==> config.mk <==
export PLATFORM = sky130hd
export DESIGN_NAME = adc_conv_seq
export DESIGN_NICKNAME = d
export VERILOG_FILES = /design/src/rtl/adcseq_pkg.sv /design/src/rtl/adcseq_tick.sv /design/src/rtl/adcseq_engine.sv /design/src/rtl/adc_conv_seq.sv
export SDC_FILE = /design/constraint.sdc
export NUM_CORES = 1
export LEC_CHECK = 0
export BUFFER_PORTS_ARGS = -buffer_cell sky130_fd_sc_hd__buf_2
export CAP_MARGIN = 25
export CORE_UTILIZATION = 35
export CTS_BUF_LIST = sky130_fd_sc_hd__clkbuf_4 sky130_fd_sc_hd__clkbuf_8
export CTS_CLUSTER_DIAMETER = 120
export DETAILED_ROUTE_END_ITERATION = 6
export GPL_TIMING_DRIVEN = 0
export PLACE_DENSITY = 0.66
export SYNTH_ARGS = -nofsm -noshare
export SYNTH_HDL_FRONTEND = slang
export SYNTH_SLANG_ARGS = --single-unit
==> constraint.sdc <==
create_clock -name clk -period 7.8 [get_ports clk]
set_input_delay 0.39 -clock clk [delete_from_list [all_inputs] [get_ports clk]]
set_output_delay 0.39 -clock clk [all_outputs]
set_load 0.02 [all_outputs]
==> src/rtl/adcseq_pkg.sv <==
package adcseq_pkg;
  typedef enum logic [1:0] {ST_IDLE, ST_SETTLE, ST_PASS} seq_state_t;

  localparam int unsigned CHAN_W = 5;
  localparam logic [CHAN_W-1:0] CHAN_STOP = '1;

  localparam logic [7:0] OFS_CHAN = 8'h00;
  localparam logic [7:0] OFS_STAT = 8'h08;
  localparam logic [7:0] OFS_RES  = 8'h0C;
  localparam logic [7:0] OFS_CFG  = 8'h14;
  localparam logic [7:0] OFS_GCTL = 8'h18;
  localparam logic [7:0] OFS_LAST = 8'h30;

  localparam logic [31:0] CFG_KEEP  = 32'h0001_C373;
  localparam logic [31:0] GCTL_KEEP = 32'h0000_0060;

  localparam int unsigned IE_BIT     = 7;
  localparam int unsigned LONG_BIT   = 4;
  localparam int unsigned OVW_BIT    = 16;
  localparam int unsigned AVGEN_BIT  = 5;
  localparam int unsigned CONT_BIT   = 6;
endpackage

==> src/rtl/adcseq_tick.sv <==
module adcseq_tick #(
  parameter int unsigned DIVSEL_W = 2
) (
  input  logic                clk,
  input  logic                rst_n,
  input  logic                clear,
  input  logic [1:0]          src_sel,
  input  logic [DIVSEL_W-1:0] div_sel,
  input  logic                alt_tick,
  input  logic                async_tick,
  output logic                tick
);
  localparam int unsigned CNT_W = (1 << DIVSEL_W) - 1;

  logic             half_q;
  logic             src_tick;
  logic [CNT_W-1:0] div_cnt;
  logic [CNT_W-1:0] ratio_m1;

  always_comb begin
    unique case (src_sel)
      2'd0:    src_tick = 1'b1;
      2'd1:    src_tick = half_q;
      2'd2:    src_tick = alt_tick;
      default: src_tick = async_tick;
    endcase
  end

  assign ratio_m1 = CNT_W'((CNT_W+1)'(1) << div_sel) - CNT_W'(1);
  assign tick     = src_tick && (div_cnt == ratio_m1);

  always_ff @(posedge clk or negedge rst_n) begin
    if (!rst_n) begin
      half_q  <= 1'b0;
      div_cnt <= '0;
    end else if (clear) begin
      half_q  <= 1'b0;
      div_cnt <= '0;
    end else begin
      half_q <= ~half_q;
      if (src_tick) div_cnt <= tick ? '0 : div_cnt + CNT_W'(1);
    end
  end


  tick_spacing_chk: assert property (@(posedge clk) disable iff (!rst_n)
    tick && (div_sel != '0) |=> !tick || (div_sel == '0));
endmodule

==> src/rtl/adcseq_engine.sv <==
module adcseq_engine
  import adcseq_pkg::*;
#(
  parameter int unsigned SAMPLE_W    = 12,
  parameter int unsigned STARTUP_CYC = 6,
  parameter int unsigned LEN_W       = 6,
  parameter int unsigned MAX_LOG     = 5
) (
  input  logic                          clk,
  input  logic                          rst_n,
  input  logic                          start,
  input  logic                          stop,
  input  logic                          cont,
  input  logic                          tick,
  input  logic [LEN_W-1:0]              pass_len,
  input  logic [$clog2(MAX_LOG+1)-1:0]  pass_log2,
  input  logic [SAMPLE_W-1:0]           samp_data,
  output logic                          samp_take,
  output logic                          fin,
  output logic                          div_clear,
  output logic [SAMPLE_W-1:0]           avg_val
);
  localparam int unsigned ACC_W  = SAMPLE_W + MAX_LOG;
  localparam int unsigned PCNT_W = MAX_LOG + 1;
  localparam logic [LEN_W-1:0] SETTLE_M1 = LEN_W'(STARTUP_CYC - 1);

  seq_state_t        state;
  logic [LEN_W-1:0]  cnt;
  logic [PCNT_W-1:0] pass_cnt;
  logic [PCNT_W-1:0] passes_m1;
  logic [ACC_W-1:0]  acc;
  logic [ACC_W-1:0]  acc_next;
  logic              last_pass;

  assign passes_m1 = (PCNT_W'(1) << pass_log2) - PCNT_W'(1);
  assign last_pass = (pass_cnt == passes_m1);
  assign acc_next  = acc + ACC_W'(samp_data);
  assign avg_val   = SAMPLE_W'(acc_next >> pass_log2);
  assign samp_take = tick && (state == ST_PASS) && (cnt == '0) && !start && !stop;
  assign fin       = samp_take && last_pass;
  assign div_clear = start || (fin && cont);

  always_ff @(posedge clk or negedge rst_n) begin
    if (!rst_n) begin
      state    <= ST_IDLE;
      cnt      <= '0;
      pass_cnt <= '0;
      acc      <= '0;
    end else if (stop) begin
      state <= ST_IDLE;
    end else if (start) begin
      state    <= ST_SETTLE;
      cnt      <= SETTLE_M1;
      pass_cnt <= '0;
      acc      <= '0;
    end else if (tick) begin
      unique case (state)
        ST_SETTLE: begin
          if (cnt == '0) begin
            state <= ST_PASS;
            cnt   <= pass_len - LEN_W'(1);
          end else begin
            cnt <= cnt - LEN_W'(1);
          end
        end
        ST_PASS: begin
          if (cnt != '0) begin
            cnt <= cnt - LEN_W'(1);
          end else if (last_pass) begin
            acc      <= '0;
            pass_cnt <= '0;
            if (cont) begin
              state <= ST_SETTLE;
              cnt   <= SETTLE_M1;
            end else begin
              state <= ST_IDLE;
            end
          end else begin
            pass_cnt <= pass_cnt + PCNT_W'(1);
            acc      <= acc_next;
            cnt      <= pass_len - LEN_W'(1);
          end
        end
        default: ;
      endcase
    end
  end


  start_settle_chk: assert property (@(posedge clk) disable iff (!rst_n)
    start && !stop |=> (state == ST_SETTLE) && (cnt == SETTLE_M1));

  stop_idle_chk: assert property (@(posedge clk) disable iff (!rst_n)
    stop |=> state == ST_IDLE);

  single_end_chk: assert property (@(posedge clk) disable iff (!rst_n)
    fin && !cont |=> state == ST_IDLE);

  cont_restart_chk: assert property (@(posedge clk) disable iff (!rst_n)
    fin && cont |=> state == ST_SETTLE);
endmodule

==> src/rtl/adc_conv_seq.sv <==
module adc_conv_seq
  import adcseq_pkg::*;
#(
  parameter int unsigned ADDR_W      = 8,
  parameter int unsigned DATA_W      = 32,
  parameter int unsigned SAMPLE_W    = 12,
  parameter int unsigned STARTUP_CYC = 6,
  parameter int unsigned BASE_CYC    = 25
) (
  input  logic                clk,
  input  logic                rst_n,
  input  logic                bus_wr,
  input  logic                bus_rd,
  input  logic [ADDR_W-1:0]   bus_addr,
  input  logic [DATA_W-1:0]   bus_wdata,
  output logic [DATA_W-1:0]   bus_rdata,
  input  logic                alt_tick,
  input  logic                async_tick,
  input  logic [SAMPLE_W-1:0] samp_data,
  output logic                samp_take,
  output logic [CHAN_W-1:0]   conv_chan,
  output logic                irq
);
  localparam int unsigned LEN_W   = 6;
  localparam int unsigned MAX_LOG = 5;
  localparam int unsigned LOG_W   = $clog2(MAX_LOG + 1);

  logic [CHAN_W-1:0]   chan_q;
  logic                ie_q;
  logic [DATA_W-1:0]   cfg_q;
  logic [DATA_W-1:0]   gctl_q;
  logic                flag_q;
  logic [SAMPLE_W-1:0] result_q;

  logic addr_ok, chan_wr, res_rd, start, stop;
  logic tick, fin, div_clear;
  logic [SAMPLE_W-1:0] avg_val;
  logic [LEN_W-1:0]    lst_len, pass_len;
  logic [LOG_W-1:0]    pass_log2;

  assign addr_ok = (bus_addr[1:0] == 2'b00) && (bus_addr <= ADDR_W'(OFS_LAST));
  assign chan_wr = bus_wr && addr_ok && (bus_addr == ADDR_W'(OFS_CHAN));
  assign res_rd  = bus_rd && addr_ok && (bus_addr == ADDR_W'(OFS_RES));
  assign start   = chan_wr && (bus_wdata[CHAN_W-1:0] != CHAN_STOP);
  assign stop    = chan_wr && (bus_wdata[CHAN_W-1:0] == CHAN_STOP);

  assign lst_len   = cfg_q[LONG_BIT] ? LEN_W'(6'd13 + {2'b00, cfg_q[9:8], 2'b00})
                                     : LEN_W'(6'd3 + {3'b000, cfg_q[9:8], 1'b0});
  assign pass_len  = LEN_W'(BASE_CYC) + lst_len;
  assign pass_log2 = gctl_q[AVGEN_BIT] ? LOG_W'(3'd2 + {1'b0, cfg_q[15:14]}) : '0;

  always_ff @(posedge clk or negedge rst_n) begin
    if (!rst_n) begin
      chan_q <= CHAN_STOP;
      ie_q   <= 1'b0;
      cfg_q  <= '0;
      gctl_q <= '0;
    end else if (bus_wr && addr_ok) begin
      if (bus_addr == ADDR_W'(OFS_CHAN)) begin
        chan_q <= bus_wdata[CHAN_W-1:0];
        ie_q   <= bus_wdata[IE_BIT];
      end
      if (bus_addr == ADDR_W'(OFS_CFG))  cfg_q  <= bus_wdata & CFG_KEEP;
      if (bus_addr == ADDR_W'(OFS_GCTL)) gctl_q <= bus_wdata & GCTL_KEEP;
    end
  end

  always_ff @(posedge clk or negedge rst_n) begin
    if (!rst_n) begin
      flag_q   <= 1'b0;
      result_q <= '0;
    end else if (fin) begin
      flag_q <= 1'b1;
      if (!flag_q || cfg_q[OVW_BIT]) result_q <= avg_val;
    end else if (res_rd) begin
      flag_q <= 1'b0;
    end
  end

  always_comb begin
    bus_rdata = '0;
    if (bus_rd && addr_ok) begin
      unique case (bus_addr)
        ADDR_W'(OFS_CHAN): bus_rdata = DATA_W'({ie_q, 2'b00, chan_q});
        ADDR_W'(OFS_STAT): bus_rdata = DATA_W'(flag_q);
        ADDR_W'(OFS_RES):  bus_rdata = DATA_W'(result_q);
        ADDR_W'(OFS_CFG):  bus_rdata = cfg_q;
        ADDR_W'(OFS_GCTL): bus_rdata = gctl_q;
        default:           bus_rdata = '0;
      endcase
    end
  end

  assign conv_chan = chan_q;
  assign irq       = flag_q && ie_q;

  adcseq_tick #(.DIVSEL_W(2)) u_tick (
    .clk(clk), .rst_n(rst_n), .clear(div_clear),
    .src_sel(cfg_q[1:0]), .div_sel(cfg_q[6:5]),
    .alt_tick(alt_tick), .async_tick(async_tick), .tick(tick)
  );

  adcseq_engine #(
    .SAMPLE_W(SAMPLE_W), .STARTUP_CYC(STARTUP_CYC), .LEN_W(LEN_W), .MAX_LOG(MAX_LOG)
  ) u_engine (
    .clk(clk), .rst_n(rst_n), .start(start), .stop(stop), .cont(gctl_q[CONT_BIT]),
    .tick(tick), .pass_len(pass_len), .pass_log2(pass_log2), .samp_data(samp_data),
    .samp_take(samp_take), .fin(fin), .div_clear(div_clear), .avg_val(avg_val)
  );


  latch_chk: assert property (@(posedge clk) disable iff (!rst_n)
    fin && (!flag_q || cfg_q[OVW_BIT]) |=> result_q == $past(avg_val));

  ovw_keep_chk: assert property (@(posedge clk) disable iff (!rst_n)
    fin && flag_q && !cfg_q[OVW_BIT] |=> $stable(result_q) && flag_q);

  rd_clear_chk: assert property (@(posedge clk) disable iff (!rst_n)
    res_rd && !fin |=> !flag_q);
endmodule

==> key figures <==
Outcome
  • Outcome: completed

Floorplan
  • Die ar.: ~15,000 um2
  • Starting Density: 35.9%
  • Core area: 13,800 um2
  • IO Count: 97
  • Die Width: 121 um
  • Die height: 121 um
  • # rows: 43

Timing
  • Final setup TNS: 0 ns
  • Period utilization: about two fifths
  • Slew Limit Headroom: 37.7%
  • RSZ-0062 raised after global routing: false
  • Fin. Hold Viols: 0
  • Endpoints failing setup: 0
  • Least-Margin Pin Slew: 0.928 ns
  • Final Max Tran Viols: 0
  • Post-route minimum period: 3.11 ns
  • FMAX: 0.321 GHz
  • Clock skew: roughly 0.010 ns
  • Setup ws final: 4.69 ns

Yosys
  • Mean Syn Cell Area: roughly 8.7 um2
  • Mapped Area: 4960 um2
  • Synth top cells by count: dfrtp_1 (61), nor2_1 (61), nand2_1 (55), a21oi_1 (30)
  • Post-synth top flop: dfrtp_1
  • Register area share after synthesis: 33.4%
  • Yosys top cell area share: 30.8%
  • Async SR Flop Fraction: 100%
  • Yosys warns: 0
  • Syn Inst Count: ~570
  • Top cells by area, synth: dfrtp_1 (31%), ha_1 (5.3%), nor2_1 (4.6%), nand2_1 (4.2%), a21oi_1 (3.0%)
  • Yosys top cell by area: dfrtp_1
  • Synth cell types: 81
  • Yosys reg bits: 66
  • Post-synth EDFFs: 0

Worst setup path
  • Worst Path Required: 8.04 ns
  • Crit Path Category: flip-flop to flip-flop
  • Worst setup EP type: flip-flop
  • Worst path arrival time: 3.35 ns
  • Worst setup SP type: flip-flop
  • CP Max Fanout: 7

Routing
  • DRC errors left: 0
  • DR vias: 4,678
  • Avg WL per Cell: 16.6 um
  • Starting DRT DRC Count: roughly 400
  • Post-route ant nets: 0
  • DRT Wirelength: 13,900 um
  • Via/cell ratio: roughly 5.6
  • Pre-Repair DR Iteration Count: 5

Clocking
  • H-tree depth: 3
  • Clock Latency Late Sink: ~0.37 ns
  • Clk buf depth: 2
  • Resized cells post-CTS: 0
  • Postcts setup bufs: 0
  • CTS Hold Bufs: 0
  • TritonCTS clock tree: yes
  • CTS Sinks: 66
  • Clock transition at path regs: 0.08 ns
  • Root Driver: clkbuf_8
  • CTS Buf Count: 9

Final layout
  • Diode count: 0
  • Area grow syn2layout: 15.2%
  • Filler cells: 1,368
  • Fin nets: 731
  • Layout cells sized above 1: 22.7%

Global routing
  • GRT met2 Usage: 31.5%
  • GR Util met3: 4.65%
  • Vias in the first global route: 4,429
  • GRT Max-Usage Layer: met2
  • First-pass GRT wire length: 22,600 um
  • Grt ovf: 0
  • Initial antenna violation count: 0
  • Largest net degree at the start of global routing: 67
  • Grt met1 use: roughly a quarter
  • GRT Resource Usage Total: roughly a fifth

Job
  • Max-cap violations: 0

Placed design
  • Number of port buffers: 57
  • GPL Wtd Cong: slightly below 0.9
  • Setup slack at placement: between 4 and 5 ns
  • Dpl hpwl: between 10,000 and 15,000 um

Power
  • Max VDD drop: between 0.09 and 0.1 mV
  • Pleak: approximately 2.6 nW
  • Pwr/cell area: 250 nW/um2
  • Final Total Pwr: 1.43 mW

Worst hold path
  • Worst min path class: input port to asynchronous set/reset pin
-- cell type report --
| class | count | area (um2) | area share [%] |
|---|---|---|---|
| well taps | 180 | 225 | 3.94 |
| flip-flops and latches | 66 | 1660 | 29.0 |
| inverters | 14 | 52.6 | 0.920 |
| repair buffers | 57 | 288 | 5.04 |
| clock buffers | 11 | 151 | 2.65 |
| clock inverters | 4 | 27.5 | 0.482 |
| plain buffers | 42 | 243 | 4.25 |
| multi-input cells | 461 | 3070 | 53.7 |
-- power breakdown --
part	internal (mW)	leakage, nW	switching, mW	total, mW
clock network	0.131	0.0951	0.144	0.275
registers	0.401	0.848	0.0588	0.460
logic	0.266	1.68	0.426	0.692
-- stage by stage --
| step | cell area [um2] | cells | util [%] | hold WS [ns] |
|---|---|---|---|---|
| after floorplan | 5020 | 583 | - | 0.0944 |
| after global placement | 5530 | 820 | 40.0 | 0.418 |
| after detailed placement | 5530 | 820 | 40.0 | 0.425 |
| after CTS | 5710 | 835 | 41.3 | 0.147 |
| after global routing | 5710 | 835 | 41.3 | 0.196 |
| final | 5710 | 835 | 41.3 | 0.120 |
-- critical path, cell delays in order, from the launching register on --
cell	delay, ns
dfrtp_1	0.38
ha_1	0.27
buf_2	0.18
nand3_1	0.22
a21oi_1	0.32
nand2_1	0.13
a211oi_1	0.78
nor3_1	0.14
a2111oi_2	0.40
o32ai_1	0.16
-- placed cells by master, fill, tap and decap left out, drive strengths merged, types with 6 or more instances in the layout --
master,n
nand3,21
mux2,16
a211oi,7
a31oi,7
nor2,63
a22o,12
buf,86
o21ai,43
nand2b,8
o211ai,6
and3,11
ha,21
inv,13
clkbuf,24
xnor2,8
dfrtp,61
nor3b,7
nand2,57
nor3,13
a22oi,7
a21o,12
a21oi,30
conb,17
mux2i,12
xor2,7
-- worst paths after layout --
check / end / slack, ns / depth (start not counted) / from
min in group clk: cfg_q[16] / 0.23 / 2 / bus_wdata[16]
max in group asynchronous: u_engine.acc[4] / 7.12 / 1 / rst_n
max reg2reg: result_q[9] / 4.69 / 9 / u_engine.acc[7]
min: cfg_q[8] / 0.12 / 1 / rst_n
min reg2reg: u_tick.half_q / 0.44 / 1 / u_tick.half_q
max: result_q[9] / 4.69 / 9 / u_engine.acc[7]
-- cell families (layout without fill, tap and decap cells) --
family | after synthesis | after routing | share of synthesized area [%]
AOI/OAI and AO/OA | 170 | 170 | 24.0
xor gates and xnor gates | 15 | 15 | 2.65
adders and majority gates | 22 | 22 | 5.70
buffers and inverters | 56 | 128 | 5.95
DFF | 66 | 66 | 33.4
muxes | 28 | 28 | 6.05
other | 1 | 17 | 0.0756
and+or+nand+nor | 209 | 209 | 22.1
-- state kept, by name (all words and copies together), names as in the netlist --
signal,cells
u_engine.cnt,6
u_engine.pass_cnt,6
gctl_q,2
flag_q,1
conv_chan,5
u_engine.acc,17
u_tick.div_cnt,3
u_engine.state,2
u_tick.half_q,1
result_q,12
cfg_q,10
ie_q,1
-- per-layer routing --
metal	part of all wire [%]	wire length, um
met5	0	0
met4	2.7	372
met3	6.0	829
met2	46	6350
met1	46	6340
No activity file was read; power rests on OpenSTA's default activity.
